[src/rtl/tbl_pkg.sv]
package tbl_pkg;
    localparam int PTR_W   = 22;
    localparam int LIN_W   = PTR_W - 1;
    localparam int WORD_AW = PTR_W - 1;
    localparam int BYTE_W  = 8;
    localparam int UP_W    = PTR_W - 2 * BYTE_W;
    localparam int MWORD_W = 2 * BYTE_W;

    typedef enum logic [1:0] {
        UPD_NONE     = 2'd0,
        UPD_POST_INC = 2'd1,
        UPD_POST_DEC = 2'd2,
        UPD_PRE_INC  = 2'd3
    } upd_mode_e;

    typedef enum logic [1:0] {
        SEL_LO    = 2'd0,
        SEL_HI    = 2'd1,
        SEL_UP    = 2'd2,
        SEL_LATCH = 2'd3
    } reg_sel_e;

    typedef struct packed {
        logic              space;
        logic [LIN_W-1:0]  lin;
    } tptr_t;

    typedef struct packed {
        logic               rd;
        logic               wr;
        logic [WORD_AW-1:0] word;
        logic               hi;
    } mem_req_t;

    function automatic tptr_t ptr_step(tptr_t p, logic down);
        tptr_t r;
        r.space = p.space;
        r.lin   = down ? p.lin - 1'b1 : p.lin + 1'b1;
        return r;
    endfunction

    function automatic tptr_t ptr_after(tptr_t p, upd_mode_e m);
        case (m)
            UPD_POST_INC, UPD_PRE_INC: return ptr_step(p, 1'b0);
            UPD_POST_DEC:              return ptr_step(p, 1'b1);
            default:                   return p;
        endcase
    endfunction
endpackage

[src/rtl/tbl_ptr_reg.sv]
module tbl_ptr_reg
    import tbl_pkg::*;
(
    input  logic             clk,
    input  logic             rst,
    input  logic             sw_we,
    input  reg_sel_e         sw_sel,
    input  logic [BYTE_W-1:0] sw_data,
    input  logic             upd_en,
    input  upd_mode_e        upd_mode,
    output tptr_t            ptr
);
    logic  [PTR_W-1:0] ptr_q;
    logic              sw_hit;
    tptr_t             ptr_next;

    assign sw_hit   = sw_we && (sw_sel != SEL_LATCH);
    assign ptr_next = ptr_after(tptr_t'(ptr_q), upd_mode);
    assign ptr      = tptr_t'(ptr_q);

    always_ff @(posedge clk) begin
        if (rst) begin
            ptr_q <= '0;
        end else if (sw_hit) begin
            case (sw_sel)
                SEL_LO:  ptr_q[BYTE_W-1:0]          <= sw_data;
                SEL_HI:  ptr_q[2*BYTE_W-1:BYTE_W]   <= sw_data;
                default: ptr_q[PTR_W-1:2*BYTE_W]    <= sw_data[UP_W-1:0];
            endcase
        end else if (upd_en) begin
            ptr_q <= ptr_next;
        end
    end

    assert_space_kept_R4: assert property (@(posedge clk) disable iff (rst)
        (upd_en && !sw_hit) |=> ptr_q[PTR_W-1] == $past(ptr_q[PTR_W-1]));

    assert_none_holds_R3: assert property (@(posedge clk) disable iff (rst)
        (upd_en && !sw_hit && upd_mode == UPD_NONE) |=> $stable(ptr_q));

    assert_sw_wins_R9: assert property (@(posedge clk) disable iff (rst)
        (sw_we && sw_sel == SEL_LO) |=> ptr_q[BYTE_W-1:0] == $past(sw_data));
endmodule

[src/rtl/tbl_mem_if.sv]
module tbl_mem_if
    import tbl_pkg::*;
(
    input  logic               clk,
    input  logic               rst,
    input  logic               cmd_valid,
    input  logic               cmd_write,
    input  upd_mode_e          cmd_mode,
    input  tptr_t              ptr,
    input  logic [MWORD_W-1:0] mem_rdata,
    output logic               accept,
    output mem_req_t           req,
    output logic               busy,
    output logic               cap_en,
    output logic [BYTE_W-1:0]  cap_byte
);
    tptr_t acc_ptr;
    logic  busy_q;
    logic  hi_q;

    assign accept  = cmd_valid && !busy_q;
    assign acc_ptr = (cmd_mode == UPD_PRE_INC) ? ptr_step(ptr, 1'b0) : ptr;

    always_comb begin
        req.rd   = accept && !cmd_write;
        req.wr   = accept && cmd_write;
        req.word = acc_ptr[PTR_W-1:1];
        req.hi   = acc_ptr[0];
    end

    always_ff @(posedge clk) begin
        if (rst) begin
            busy_q <= 1'b0;
            hi_q   <= 1'b0;
        end else begin
            busy_q <= req.rd;
            if (req.rd) hi_q <= req.hi;
        end
    end

    assign busy     = busy_q;
    assign cap_en   = busy_q;
    assign cap_byte = hi_q ? mem_rdata[MWORD_W-1:BYTE_W] : mem_rdata[BYTE_W-1:0];

    assert_rd_then_busy_R6: assert property (@(posedge clk) disable iff (rst)
        req.rd |=> busy);

    assert_busy_single_R6: assert property (@(posedge clk) disable iff (rst)
        busy |=> !busy);

    assert_quiet_busy_R8: assert property (@(posedge clk) disable iff (rst)
        busy |-> (!req.rd && !req.wr));

    assert_wr_no_busy_R7: assert property (@(posedge clk) disable iff (rst)
        req.wr |=> !busy);
endmodule

[src/rtl/tbl_latch.sv]
module tbl_latch
    import tbl_pkg::*;
(
    input  logic              clk,
    input  logic              rst,
    input  logic              sw_we,
    input  logic [BYTE_W-1:0] sw_data,
    input  logic              cap_en,
    input  logic [BYTE_W-1:0] cap_byte,
    output logic [BYTE_W-1:0] latch
);
    always_ff @(posedge clk) begin
        if (rst)         latch <= '0;
        else if (sw_we)  latch <= sw_data;
        else if (cap_en) latch <= cap_byte;
    end

    assert_latch_holds_R6: assert property (@(posedge clk) disable iff (rst)
        (!sw_we && !cap_en) |=> $stable(latch));

    assert_sw_over_cap_R10: assert property (@(posedge clk) disable iff (rst)
        sw_we |=> latch == $past(sw_data));
endmodule

[src/rtl/tbl_access_unit.sv]
module tbl_access_unit
    import tbl_pkg::*;
(
    input  logic                clk,
    input  logic                rst,
    input  logic                sw_we,
    input  logic [1:0]          sw_sel,
    input  logic [BYTE_W-1:0]   sw_wdata,
    input  logic [1:0]          sw_rd_sel,
    output logic [BYTE_W-1:0]   sw_rdata,
    input  logic                cmd_valid,
    input  logic                cmd_write,
    input  logic [1:0]          cmd_mode,
    output logic                busy,
    output logic                mem_rd_en,
    output logic                mem_wr_en,
    output logic [WORD_AW-1:0]  mem_addr,
    output logic                mem_byte_hi,
    output logic [BYTE_W-1:0]   mem_wdata,
    input  logic [MWORD_W-1:0]  mem_rdata
);
    tptr_t             ptr;
    mem_req_t          req;
    logic              accept;
    logic              cap_en;
    logic [BYTE_W-1:0] cap_byte;
    logic [BYTE_W-1:0] latch;
    logic [PTR_W-1:0]  ptr_v;
    logic              latch_we;

    assign latch_we = sw_we && (reg_sel_e'(sw_sel) == SEL_LATCH);
    assign ptr_v    = ptr;

    tbl_ptr_reg u_ptr (
        .clk      (clk),
        .rst      (rst),
        .sw_we    (sw_we),
        .sw_sel   (reg_sel_e'(sw_sel)),
        .sw_data  (sw_wdata),
        .upd_en   (accept),
        .upd_mode (upd_mode_e'(cmd_mode)),
        .ptr      (ptr)
    );

    tbl_mem_if u_mif (
        .clk       (clk),
        .rst       (rst),
        .cmd_valid (cmd_valid),
        .cmd_write (cmd_write),
        .cmd_mode  (upd_mode_e'(cmd_mode)),
        .ptr       (ptr),
        .mem_rdata (mem_rdata),
        .accept    (accept),
        .req       (req),
        .busy      (busy),
        .cap_en    (cap_en),
        .cap_byte  (cap_byte)
    );

    tbl_latch u_lat (
        .clk      (clk),
        .rst      (rst),
        .sw_we    (latch_we),
        .sw_data  (sw_wdata),
        .cap_en   (cap_en),
        .cap_byte (cap_byte),
        .latch    (latch)
    );

    assign mem_rd_en   = req.rd;
    assign mem_wr_en   = req.wr;
    assign mem_addr    = req.word;
    assign mem_byte_hi = req.hi;
    assign mem_wdata   = latch;

    always_comb begin
        case (reg_sel_e'(sw_rd_sel))
            SEL_LO:  sw_rdata = ptr_v[BYTE_W-1:0];
            SEL_HI:  sw_rdata = ptr_v[2*BYTE_W-1:BYTE_W];
            SEL_UP:  sw_rdata = {{(BYTE_W-UP_W){1'b0}}, ptr_v[PTR_W-1:2*BYTE_W]};
            default: sw_rdata = latch;
        endcase
    end

    assert_one_strobe_R7: assert property (@(posedge clk) disable iff (rst)
        !(mem_rd_en && mem_wr_en));
endmodule

[config.mk]
export PLATFORM = sky130hd
export DESIGN_NAME = tbl_access_unit
export DESIGN_NICKNAME = d
export VERILOG_FILES = /design/src/rtl/tbl_pkg.sv /design/src/rtl/tbl_ptr_reg.sv /design/src/rtl/tbl_mem_if.sv /design/src/rtl/tbl_latch.sv /design/src/rtl/tbl_access_unit.sv
export SDC_FILE = /design/constraint.sdc
export NUM_CORES = 1
export LEC_CHECK = 0
export ABC_AREA = 0
export BUFFER_PORTS_ARGS = -buffer_cell sky130_fd_sc_hd__buf_2
export CORE_MARGIN = 4
export CORE_UTILIZATION = 50
export CTS_BUF_LIST = sky130_fd_sc_hd__clkbuf_4 sky130_fd_sc_hd__clkbuf_8
export DETAILED_ROUTE_END_ITERATION = 8
export PLACE_DENSITY = 0.77
export RECOVER_POWER = 25
export SKIP_LAST_GASP = 1
export SLEW_MARGIN = 30
export SYNTH_ARGS = -nofsm -noshare
export SYNTH_HDL_FRONTEND = slang
export SYNTH_SLANG_ARGS = --single-unit
[constraint.sdc]
create_clock -name clk -period 4 [get_ports clk]
set_input_delay 0.6 -clock clk [delete_from_list [all_inputs] [get_ports clk]]
set_output_delay 0.6 -clock clk [all_outputs]
set_load 0.01 [all_outputs]
==> results of run 1 <==
==> layout make-up <==
type,count,area (µm²)
inverters,9,33.8
flip-flops and latches,32,641
repair buffers,78,385
well taps,72,90.1
fillers,550,2250
clock buffers,7,96.3
clock inverters,1,30.0
multi-input cells,329,2150
==> cell usage in the layout, fill, tap and decap left out, types with 4 or more instances in the layout <==
cell type,n
a211oi_1,16
a21oi_1,25
a31oi_1,6
and2_1,8
and3_1,12
buf_2,65
clkbuf_1,10
clkbuf_8,7
dfxtp_1,32
inv_1,9
mux2i_1,17
mux4_2,6
nand2_1,29
nand2b_1,6
nand3_1,18
nand4_1,15
nor2_1,39
nor2b_1,5
nor3_1,17
nor4_1,6
o211ai_1,4
o21ai_0,21
o22ai_1,6
o32ai_1,4
or3_1,7
xnor2_1,18
xor2_1,5
==> cells by family (layout without fill, tap and decap cells) <==
group	count (synthesis)	in the layout	share of synthesized area
and+or+nand+nor	176	176	0.311
AOI/OAI and AO/OA	105	105	0.226
muxes	23	23	0.102
buffers and inverters	50	95	0.0737
xor gates and xnor gates	23	23	0.0670
adders and majority gates	2	2	0.00832
DFF	32	32	0.213
==> cell usage after synthesis (all sizes together) (2+ instances only) <==
| cell type | count | area [µm²] |
|---|---|---|
| a32oi | 2 | 17.5 |
| o31ai | 2 | 15.0 |
| a22oi | 3 | 22.5 |
| nand4 | 16 | 115 |
| nor2b | 5 | 31.3 |
| and3 | 12 | 75.1 |
| and4 | 2 | 17.5 |
| buf | 16 | 93.8 |
| xnor2 | 18 | 158 |
| a21oi | 25 | 125 |
| a21o | 3 | 22.5 |
| nor4 | 7 | 50.1 |
| nand2 | 29 | 109 |
| mux4 | 6 | 135 |
| or4 | 3 | 22.5 |
| a211oi | 16 | 120 |
| o21ai | 22 | 110 |
| a31oi | 6 | 37.5 |
| mux2i | 17 | 170 |
| dfxtp | 32 | 641 |
| ha | 2 | 25.0 |
| nor2 | 39 | 146 |
| or3 | 7 | 43.8 |
| o22ai | 6 | 37.5 |
| a311oi | 2 | 17.5 |
| inv | 9 | 33.8 |
| nand3 | 18 | 90.1 |
| a2111oi | 2 | 17.5 |
| nor3 | 18 | 95.1 |
| nand2b | 6 | 37.5 |
| o32ai | 4 | 35.0 |
| or2 | 3 | 18.8 |
| and2 | 8 | 50.1 |
| clkbuf | 25 | 93.8 |
| xor2 | 5 | 43.8 |
| o211ai | 4 | 30.0 |
==> routing by layer <==
layer / vias to the layer above / track usage
met5: - / 0
met4: 0 / 0.138
met3: 49 / 0.0740
met2: 282 / 0.446
met1: 1603 / 0.371
li1: 1611 / -
==> stage by stage <==
stage / cells / utilization / setup WS, ns / instance area [µm²] / hold WS [ns]
finish: 528 / 0.603 / 0.956 / 3420 / 0.515
global route: 528 / 0.603 / 0.793 / 3420 / 0.520
CTS: 528 / 0.606 / 0.987 / 3440 / 0.510
detailed placement: 520 / 0.583 / 1.31 / 3310 / 0.552
global placement: 520 / 0.583 / 1.39 / 3310 / 0.557
floorplan: 411 / - / 1.81 / 3010 / 0.479
==> worst min-delay path by stage <==
stage	startpoint	endpoint	slack, ns	cells after the start
after detailed placement	u_ptr.ptr[21]	u_ptr.ptr[21]	0.55	2
after CTS	cmd_write	u_mif.busy	0.51	2
after global routing	cmd_write	u_mif.busy	0.52	2
final	cmd_write	u_mif.busy	0.51	2
after floorplan	u_ptr.ptr[21]	u_ptr.ptr[21]	0.48	2
after global placement	u_ptr.ptr[21]	u_ptr.ptr[21]	0.56	2
==> registers in the layout, indices dropped and copies added, names as in the netlist <==
name	cells
u_mif.busy	1
u_mif.hi_q	1
u_ptr.ptr	22
u_lat.latch	8
==> where the power goes <==
part | switching (mW) | internal, mW | leakage, nW
combinational | 0.194 | 0.140 | 0.979
sequential | 0.0655 | 0.344 | 0.263
clock | 0.138 | 0.220 | 0.0645
==> flow_summary.yaml, run 1 <==
floorplan:
  fp.dieH_um: 85.5
  rows: 27
  dieArea_um2: 7320
  start_util: 0.530
  die_w_um: 85.5
  io_pins: 76
  core_um2: 5680
yosys:
  ys.flop_type: "dfxtp_1"
  yosysSeqAreaShare: 0.213
  syn_nets: 448
  ys.warnings.count: 0
  ys_async_sr_fraction: 0
  netlist_instances: 411
  yosysUniqueCellTypes: 55
  synth_edf_count: 0
  ys_ff_latch: 32
  post_synth.cell_area_avg_um2: 7.32
  syn-cell-area_um2: 3010
detailed_routing:
  drcViolationCount: 0
  vias: 3545
  routed_wl_um: 10400
  drt_iter0_markers: 567
  via_per_inst: 6.71
  ant_nets: 0
  met1_length_um: 4070
  firstDrtPassIters: 5
  wl_met3_um: 1380
  routedWlPerCell_um: 19.7
  highest_layer: "met4"
  wl_met2_um: 4520
placed_design:
  dpl.hpwl_um: 7700
  place_congestion: 0.996
  port_buffers: 75
power:
  p_total_mw: 1.10
  p_leak_nw: 1.31
  power_density_nw_per_um2: 322
  ir_drop_mv: 0.170
critical_path:
  cp-endpoint: "mem_addr[16]"
  path_cells: "and4_1, nand4_4, or3_1, nor2_1, xnor2_1, buf_2"
  r2r_slack_ns: 1.51
  crit_path_start_kind: "register"
  critPathSlowestCell: "dfxtp_1"
  path_max_fanout: 14
  required_ns: 3.40
  max_stage_delay_ns: 0.63
  end_kind: "output pin"
  r2r_start: "u_ptr.ptr[2]"
  worstSetupPathType: "reg2out"
  crit_arrival_ns: 2.44
  path_delay_family: "simple AND/OR/NAND/NOR gates"
  setup.worst_path.start: "u_ptr.ptr[4]"
  critical_path_buf_inv_count: 1
  worst-path-stages: 6
  rr_endpoint: "u_ptr.ptr[17]"
  r2r.worst_path.cells: 5
finish:
  fin_nets: 492
  num_antenna_cells: 0
  drive_gt1_frac: 0.197
  area_growth_syn_to_layout_pct: 13.9
timing:
  slew_viol_final: 35
  worst_pin_slew_ns: 1.69
  hold_viol_final: 0
  rsz0062_at_grt: "false"
  finalCriticalPeriod_ns: 3.04
  tns_ns: 0
  fmax_ghz: 0.328
  slew_headroom: -0.125
  finClkSkew_ns: 0.0169
  post-route-period-util: 0.761
  setup_violations: 0
cts:
  cts.sinks: 32
  tritoncts: "yes"
  clockRootBuffer: "clkbuf_8"
  postCtsSetupBuffers: 0
  cts_resized: 0
  numCtsBuffers: 5
  postCtsHoldBufs: 0
  worstSkewPairLatency_ns: 0.30
  cts_buffer_depth: 2
  cts_htree_levels: 2
  path_clk_slew_ns: 0.08
grt:
  grt_max_degree: 35
  grt_pass1_wl_um: 16800
  overflow: 0
  track_usage: 0.288
  antenna_found_initial: 0
  grt_pass1_vias: 3379
min_path:
  hp-class: "in2reg"
status:
  status: "finished with violations"
  violations: "capacitance limit, slew limit"
run:
  drv_cap: 1
(Power assumes the default switching activity.)
==> run 2, diff against run 1 <==
--- a/config.mk
+++ b/config.mk
@@ -5,13 +5,13 @@
 export SDC_FILE = /design/constraint.sdc
 export NUM_CORES = 1
 export LEC_CHECK = 0
-export ABC_AREA = 0
+export ABC_AREA = 1
 export BUFFER_PORTS_ARGS = -buffer_cell sky130_fd_sc_hd__buf_2
 export CORE_MARGIN = 4
 export CORE_UTILIZATION = 50
 export CTS_BUF_LIST = sky130_fd_sc_hd__clkbuf_4 sky130_fd_sc_hd__clkbuf_8
 export DETAILED_ROUTE_END_ITERATION = 8
-export PLACE_DENSITY = 0.77
+export PLACE_DENSITY = 0.76
 export RECOVER_POWER = 25
 export SKIP_LAST_GASP = 1
 export SLEW_MARGIN = 30
==> constraint.sdc (replaced) <==
create_clock -name clk -period 3.1 [get_ports clk]
set_input_delay 0.465 -clock clk [delete_from_list [all_inputs] [get_ports clk]]
set_output_delay 0.465 -clock clk [all_outputs]
set_load 0.01 [all_outputs]
==> run 2 against run 1 <==
The run now ends clean. Core utilization is 1.5 points lower. Via count is 10% higher. Combinational power is 67% higher. Clock skew is 0.012 ns lower. Critical path type unchanged. Critical path depth is 1 higher. Clock power is 10% lower.
==> flow_summary.yaml, run 2 <==
finish:
  layout_common_cells: "141 x nand2_1, 77 x nor2_1, 64 x buf_2"
  seq_area_um2: 641
  multi_input_area_um2: 2150
  fillers: 628
  num_antenna_cells: 0
  area_growth_syn_to_layout_pct: 11.9
  fin_cells: 680
  fin_nets: 642
  final_common_cell: "nand2_1"
  fin_util: 0.588
  finalInstanceArea_um2: 3560
  drive_gt1_frac: 0.177
  largest_reg_flops: 22
power:
  seq_power_share: 0.379
  ir_drop_mv: 0.280
  clkPwrFrac: 0.227
  cellInternalPower_mw: 0.795
  comb_power_share: 0.394
  power_density_nw_per_um2: 398
  p_total_mw: 1.42
  p_sw_frac: 0.439
  switchingPower_mw: 0.623
  p_leak_nw: 1.56
yosys:
  syn-cell-area_um2: 3180
  synthTopCellsByCount: "141 x nand2_1, 77 x nor2_1, 56 x nand3_1, 44 x inv_1, 37 x o21ai_0"
  synth_most_common_cell: "nand2_1"
  ys.flop_type: "dfxtp_1"
  netlist_instances: 551
  synth_largest_area_cell: "dfxtp_1"
  syn_nets: 588
  ys_ff_latch: 32
  yosysUniqueCellTypes: 33
  synth_edf_count: 0
  ys_async_sr_fraction: 0
  synth.area.top_cells: "dfxtp_1 20%, nand2_1 17%, nor2_1 9.1%"
  post_synth.cell_area_avg_um2: 5.78
  synth.top_cell.area_share: 0.201
  yosysSeqAreaShare: 0.201
  ys.warnings.count: 0
detailed_routing:
  drcViolationCount: 0
  ant_nets: 0
  routed_wl_um: 11100
  vias: 3903
  drt_iter0_markers: 416
  firstDrtPassIters: 5
  via_per_inst: 5.74
  routedWlPerCell_um: 16.4
timing:
  worst_slack_ns: 0.332
  worst_pin_slew_ns: 0.846
  slew_headroom: 0.435
  setup_violations: 0
  rsz0062_at_grt: "false"
  finalCriticalPeriod_ns: 2.77
  hold_viol_final: 0
  slew_viol_final: 0
  finClkSkew_ns: 0.00512
  tns_ns: 0
  post-route-period-util: 0.893
  fmax_ghz: 0.361
  whs_ns: 0.429
placed_design:
  place_ws_ns: 0.661
  place_area_um2: 3500
  port_buffers: 75
  place_congestion: 0.990
  dp_cells: 673
  dpl.hpwl_um: 8760
grt:
  grt_pass1_vias: 3591
  overflow: 0
  antenna_found_initial: 0
  grt_pass1_wl_um: 18000
  grt_max_degree: 30
  track_usage: 0.300
cts:
  tritoncts: "yes"
  numCtsBuffers: 5
  path_clk_slew_ns: 0.08
  postCtsHoldBufs: 0
  postCtsSetupBuffers: 0
  clockRootBuffer: "clkbuf_8"
  cts_buffer_depth: 2
  cts.sinks: 32
  worstSkewPairLatency_ns: 0.28
  cts_resized: 0
  cts_htree_levels: 2
critical_path:
  crit_arrival_ns: 2.30
  critPathSlowestCell: "dfxtp_1"
  end_kind: "output pin"
  max_stage_delay_ns: 0.53
  path_cells: "ha_1, nand3_1, inv_2, nand3b_2, xor2_1, o21ai_0, buf_2"
  required_ns: 2.63
  path_max_fanout: 8
  worstSetupPathType: "reg2out"
  crit_path_start_kind: "register"
floorplan:
  die_w_um: 87.8
  start_util: 0.525
  core_um2: 6060
  rows: 28
  io_pins: 76
  fp.dieH_um: 87.8
  dieArea_um2: 7710
status:
  status: "complete, no violations"
min_path:
  hp-class: "in2reg"
run:
  drv_cap: 0
==> run 2: cell types whose count changed in the layout (fill, tap and decap cells not counted), sizes merged, moves of 12 or more <==
| cell | change |
|---|---|
| a211oi | -15 |
| a31oi | +20 |
| and3 | -12 |
| inv | +39 |
| mux2i | -17 |
| nand2 | +121 |
| nand3 | +41 |
| nor2 | +49 |
| nor3 | -17 |
| o21ai | +23 |
| xnor2 | -17 |
==> run 2: worst paths after layout <==
path,from,endpoint,slack (ns),depth (start not counted)
min reg2reg,u_ptr.ptr[21],u_ptr.ptr[21],0.52,2
max,u_ptr.ptr[1],mem_addr[9],0.33,7
min,rst,u_mif.busy,0.43,2
max reg2reg,u_ptr.ptr[0],u_ptr.ptr[18],1.15,8
==> run 2: layer usage <==
metal | track usage | vias up | share of wire
met4 | 0.0948 | 0 | 0.027
li1 | - | 1945 | -
met3 | 0.0489 | 24 | 0.10
met2 | 0.501 | 222 | 0.46
met5 | 0 | - | 0
met1 | 0.393 | 1712 | 0.41
==> run 2: cell type report <==
cell class | count | share of cell area
flip-flops and latches | 32 | 0.180
clock inverters | 2 | 0.00351
clock buffers | 5 | 0.0193
repair buffers | 80 | 0.112
well taps | 75 | 0.0263
inverters | 52 | 0.0548
multi-input cells | 434 | 0.604
==> run 2: kinds of logic after synthesis <==
group | synth area share
fa+ha+maj | 0.00786
flops | 0.201
buf+inv | 0.122
xor+xnor | 0.0330
simple gates | 0.426
compound gates | 0.210
==> run 2: critical path: cells and delay by family (launching register included) <==
| kind | cells | cell delay [ns] |
|---|---|---|
| DFF | 1 | 0.53 |
| and+or+nand+nor | 2 | 0.36 |
| buffers and inverters | 2 | 0.36 |
| AOI/OAI and AO/OA | 1 | 0.31 |
| adders and majority gates | 1 | 0.25 |
| xor gates and xnor gates | 1 | 0.20 |
==> run 2: power by group through the flow <==
| stage | Clock [mW] | Sequential [mW] | Combinational [mW] |
|---|---|---|---|
| 4_1_cts | 0.324 | 0.533 | 0.556 |
| 2_1_floorplan | 0 | 0.482 | 0.442 |
| 5_1_grt | 0.343 | 0.543 | 0.625 |
| 3_3_place_gp | 0 | 0.544 | 0.546 |
| 3_5_place_dp | 0 | 0.543 | 0.554 |
| 6_report | 0.322 | 0.537 | 0.559 |
==> run 3, diff against run 2 <==
==> constraint.sdc (replaced) <==
create_clock -name clk -period 3.4 [get_ports clk]
set_input_delay 0.51 -clock clk [delete_from_list [all_inputs] [get_ports clk]]
set_output_delay 0.51 -clock clk [all_outputs]
set_load 0.01 [all_outputs]
==> run 3 against run 2 <==
Die area is the same. Global-route usage down 0.28 points. Sequential cell count unchanged. Register-to-register slack gained 0.28 ns. Wire length shrank 0.67%.
==> flow_summary.yaml, run 3 (synthesized netlist as in run 2, its figures left out) <==
grt:
  grt_pass1_wl_um: 17800
  grt_pass1_vias: 3594
  track_usage: 0.297
  overflow: 0
  grt_max_degree: 30
  antenna_found_initial: 0
floorplan:
  start_util: 0.525
  die_w_um: 87.8
  core_um2: 6060
  fp.dieH_um: 87.8
  io_pins: 76
  dieArea_um2: 7710
  rows: 28
cts:
  numCtsBuffers: 5
  clockRootBuffer: "clkbuf_8"
  tritoncts: "yes"
  postCtsHoldBufs: 0
  cts_htree_levels: 2
  cts_buffer_depth: 2
  path_clk_slew_ns: 0.08
  worstSkewPairLatency_ns: 0.29
  cts_resized: 0
  postCtsSetupBuffers: 0
  cts.sinks: 32
critical_path:
  max_stage_delay_ns: 0.53
  critPathSlowestCell: "dfxtp_1"
  critical_path_buf_inv_count: 2
  r2r_start: "u_ptr.ptr[0]"
  end_kind: "output pin"
  crit_path_start_kind: "register"
  path_cells: "ha_1, nand3_1, inv_2, nand3b_2, xor2_1, o21ai_0, buf_2"
  path_delay_family: "flip-flops"
  setup.worst_path.start: "u_ptr.ptr[1]"
  r2r_slack_ns: 1.43
  worstSetupPathType: "reg2out"
  crit_arrival_ns: 2.29
  required_ns: 2.89
  path_max_fanout: 8
finish:
  drive_gt1_frac: 0.177
  finalInstanceArea_um2: 3570
  final_common_cell: "nand2_1"
  num_antenna_cells: 0
  layout_common_cells: "141 x nand2_1, 77 x nor2_1, 64 x buf_2"
  area_growth_syn_to_layout_pct: 12.1
  fillers: 616
  fin_cells: 680
  fin_nets: 641
  largest_reg_flops: 22
min_path:
  hold_path_startpoint: "rst"
  hp-class: "in2reg"
timing:
  hold_viol_final: 0
  rsz0062_at_grt: "false"
  tns_ns: 0
  post-route-period-util: 0.825
  finalCriticalPeriod_ns: 2.80
  whs_ns: 0.411
  slew_viol_final: 0
  slew_headroom: 0.423
  finClkSkew_ns: 0.00704
  worst_slack_ns: 0.596
  fmax_ghz: 0.357
  worst_pin_slew_ns: 0.865
  setup_violations: 0
detailed_routing:
  vias: 3896
  routed_wl_um: 11100
  drt_iter0_markers: 507
  via_per_inst: 5.73
  drcViolationCount: 0
  routedWlPerCell_um: 16.3
  firstDrtPassIters: 6
  ant_nets: 0
placed_design:
  place_area_um2: 3490
  dpl.hpwl_um: 8640
  port_buffers: 75
  place_ws_ns: 0.902
  place_congestion: 0.996
  dp_cells: 672
power:
  p_leak_nw: 1.56
  power_density_nw_per_um2: 368
  ir_drop_mv: 0.240
run:
  drv_cap: 0
status:
  status: "complete, no violations"
==> run 3: final timing paths <==
check,to,cells after the start
max,mem_addr[9],7
min,u_ptr.ptr[21],2
max reg2reg,u_ptr.ptr[18],8
min reg2reg,u_ptr.ptr[21],2
==> run 3: report_power, final <==
group,internal (mW),leakage [nW],switching [mW]
combinational,0.176,1.25,0.331
sequential,0.409,0.264,0.0813
clock,0.154,0.0448,0.163
total,0.739,1.56,0.575
==> run 3: per-stage QoR <==
| stage | total power [mW] | util |
|---|---|---|
| floorplan | 0.842 | - |
| global placement | 0.992 | 0.576 |
| detailed placement | 0.998 | 0.576 |
| CTS | 1.31 | 0.591 |
| global route | 1.40 | 0.589 |
| finish | 1.31 | 0.589 |
==> run 3: worst register-to-register path: stages (launching register included) <==
cell	delay (ns)
dfxtp_1	0.41
inv_1	0.25
ha_1	0.32
nand3_1	0.18
nor2_1	0.25
nand4_1	0.12
nand3_1	0.08
nand3_1	0.13
a21oi_1	0.16
==> run 3: cell type report <==
type | instances | area (µm²) | share of cell area
multi-input cells | 434 | 2150 | 0.604
flip-flops and latches | 32 | 641 | 0.180
repair buffers | 79 | 392 | 0.110
inverters | 52 | 195 | 0.0547
well taps | 75 | 93.8 | 0.0263
clock buffers | 6 | 76.3 | 0.0214
clock inverters | 2 | 16.3 | 0.00456
==> run 3: layer usage <==
layer	up-vias	share of wire	GRT usage	wire, µm
met5	-	0	0	0
li1	1942	-	-	-
met1	1732	0.41	0.378	4490
met2	193	0.47	0.495	5150
met3	29	0.099	0.0659	1090
met4	0	0.029	0.0990	315
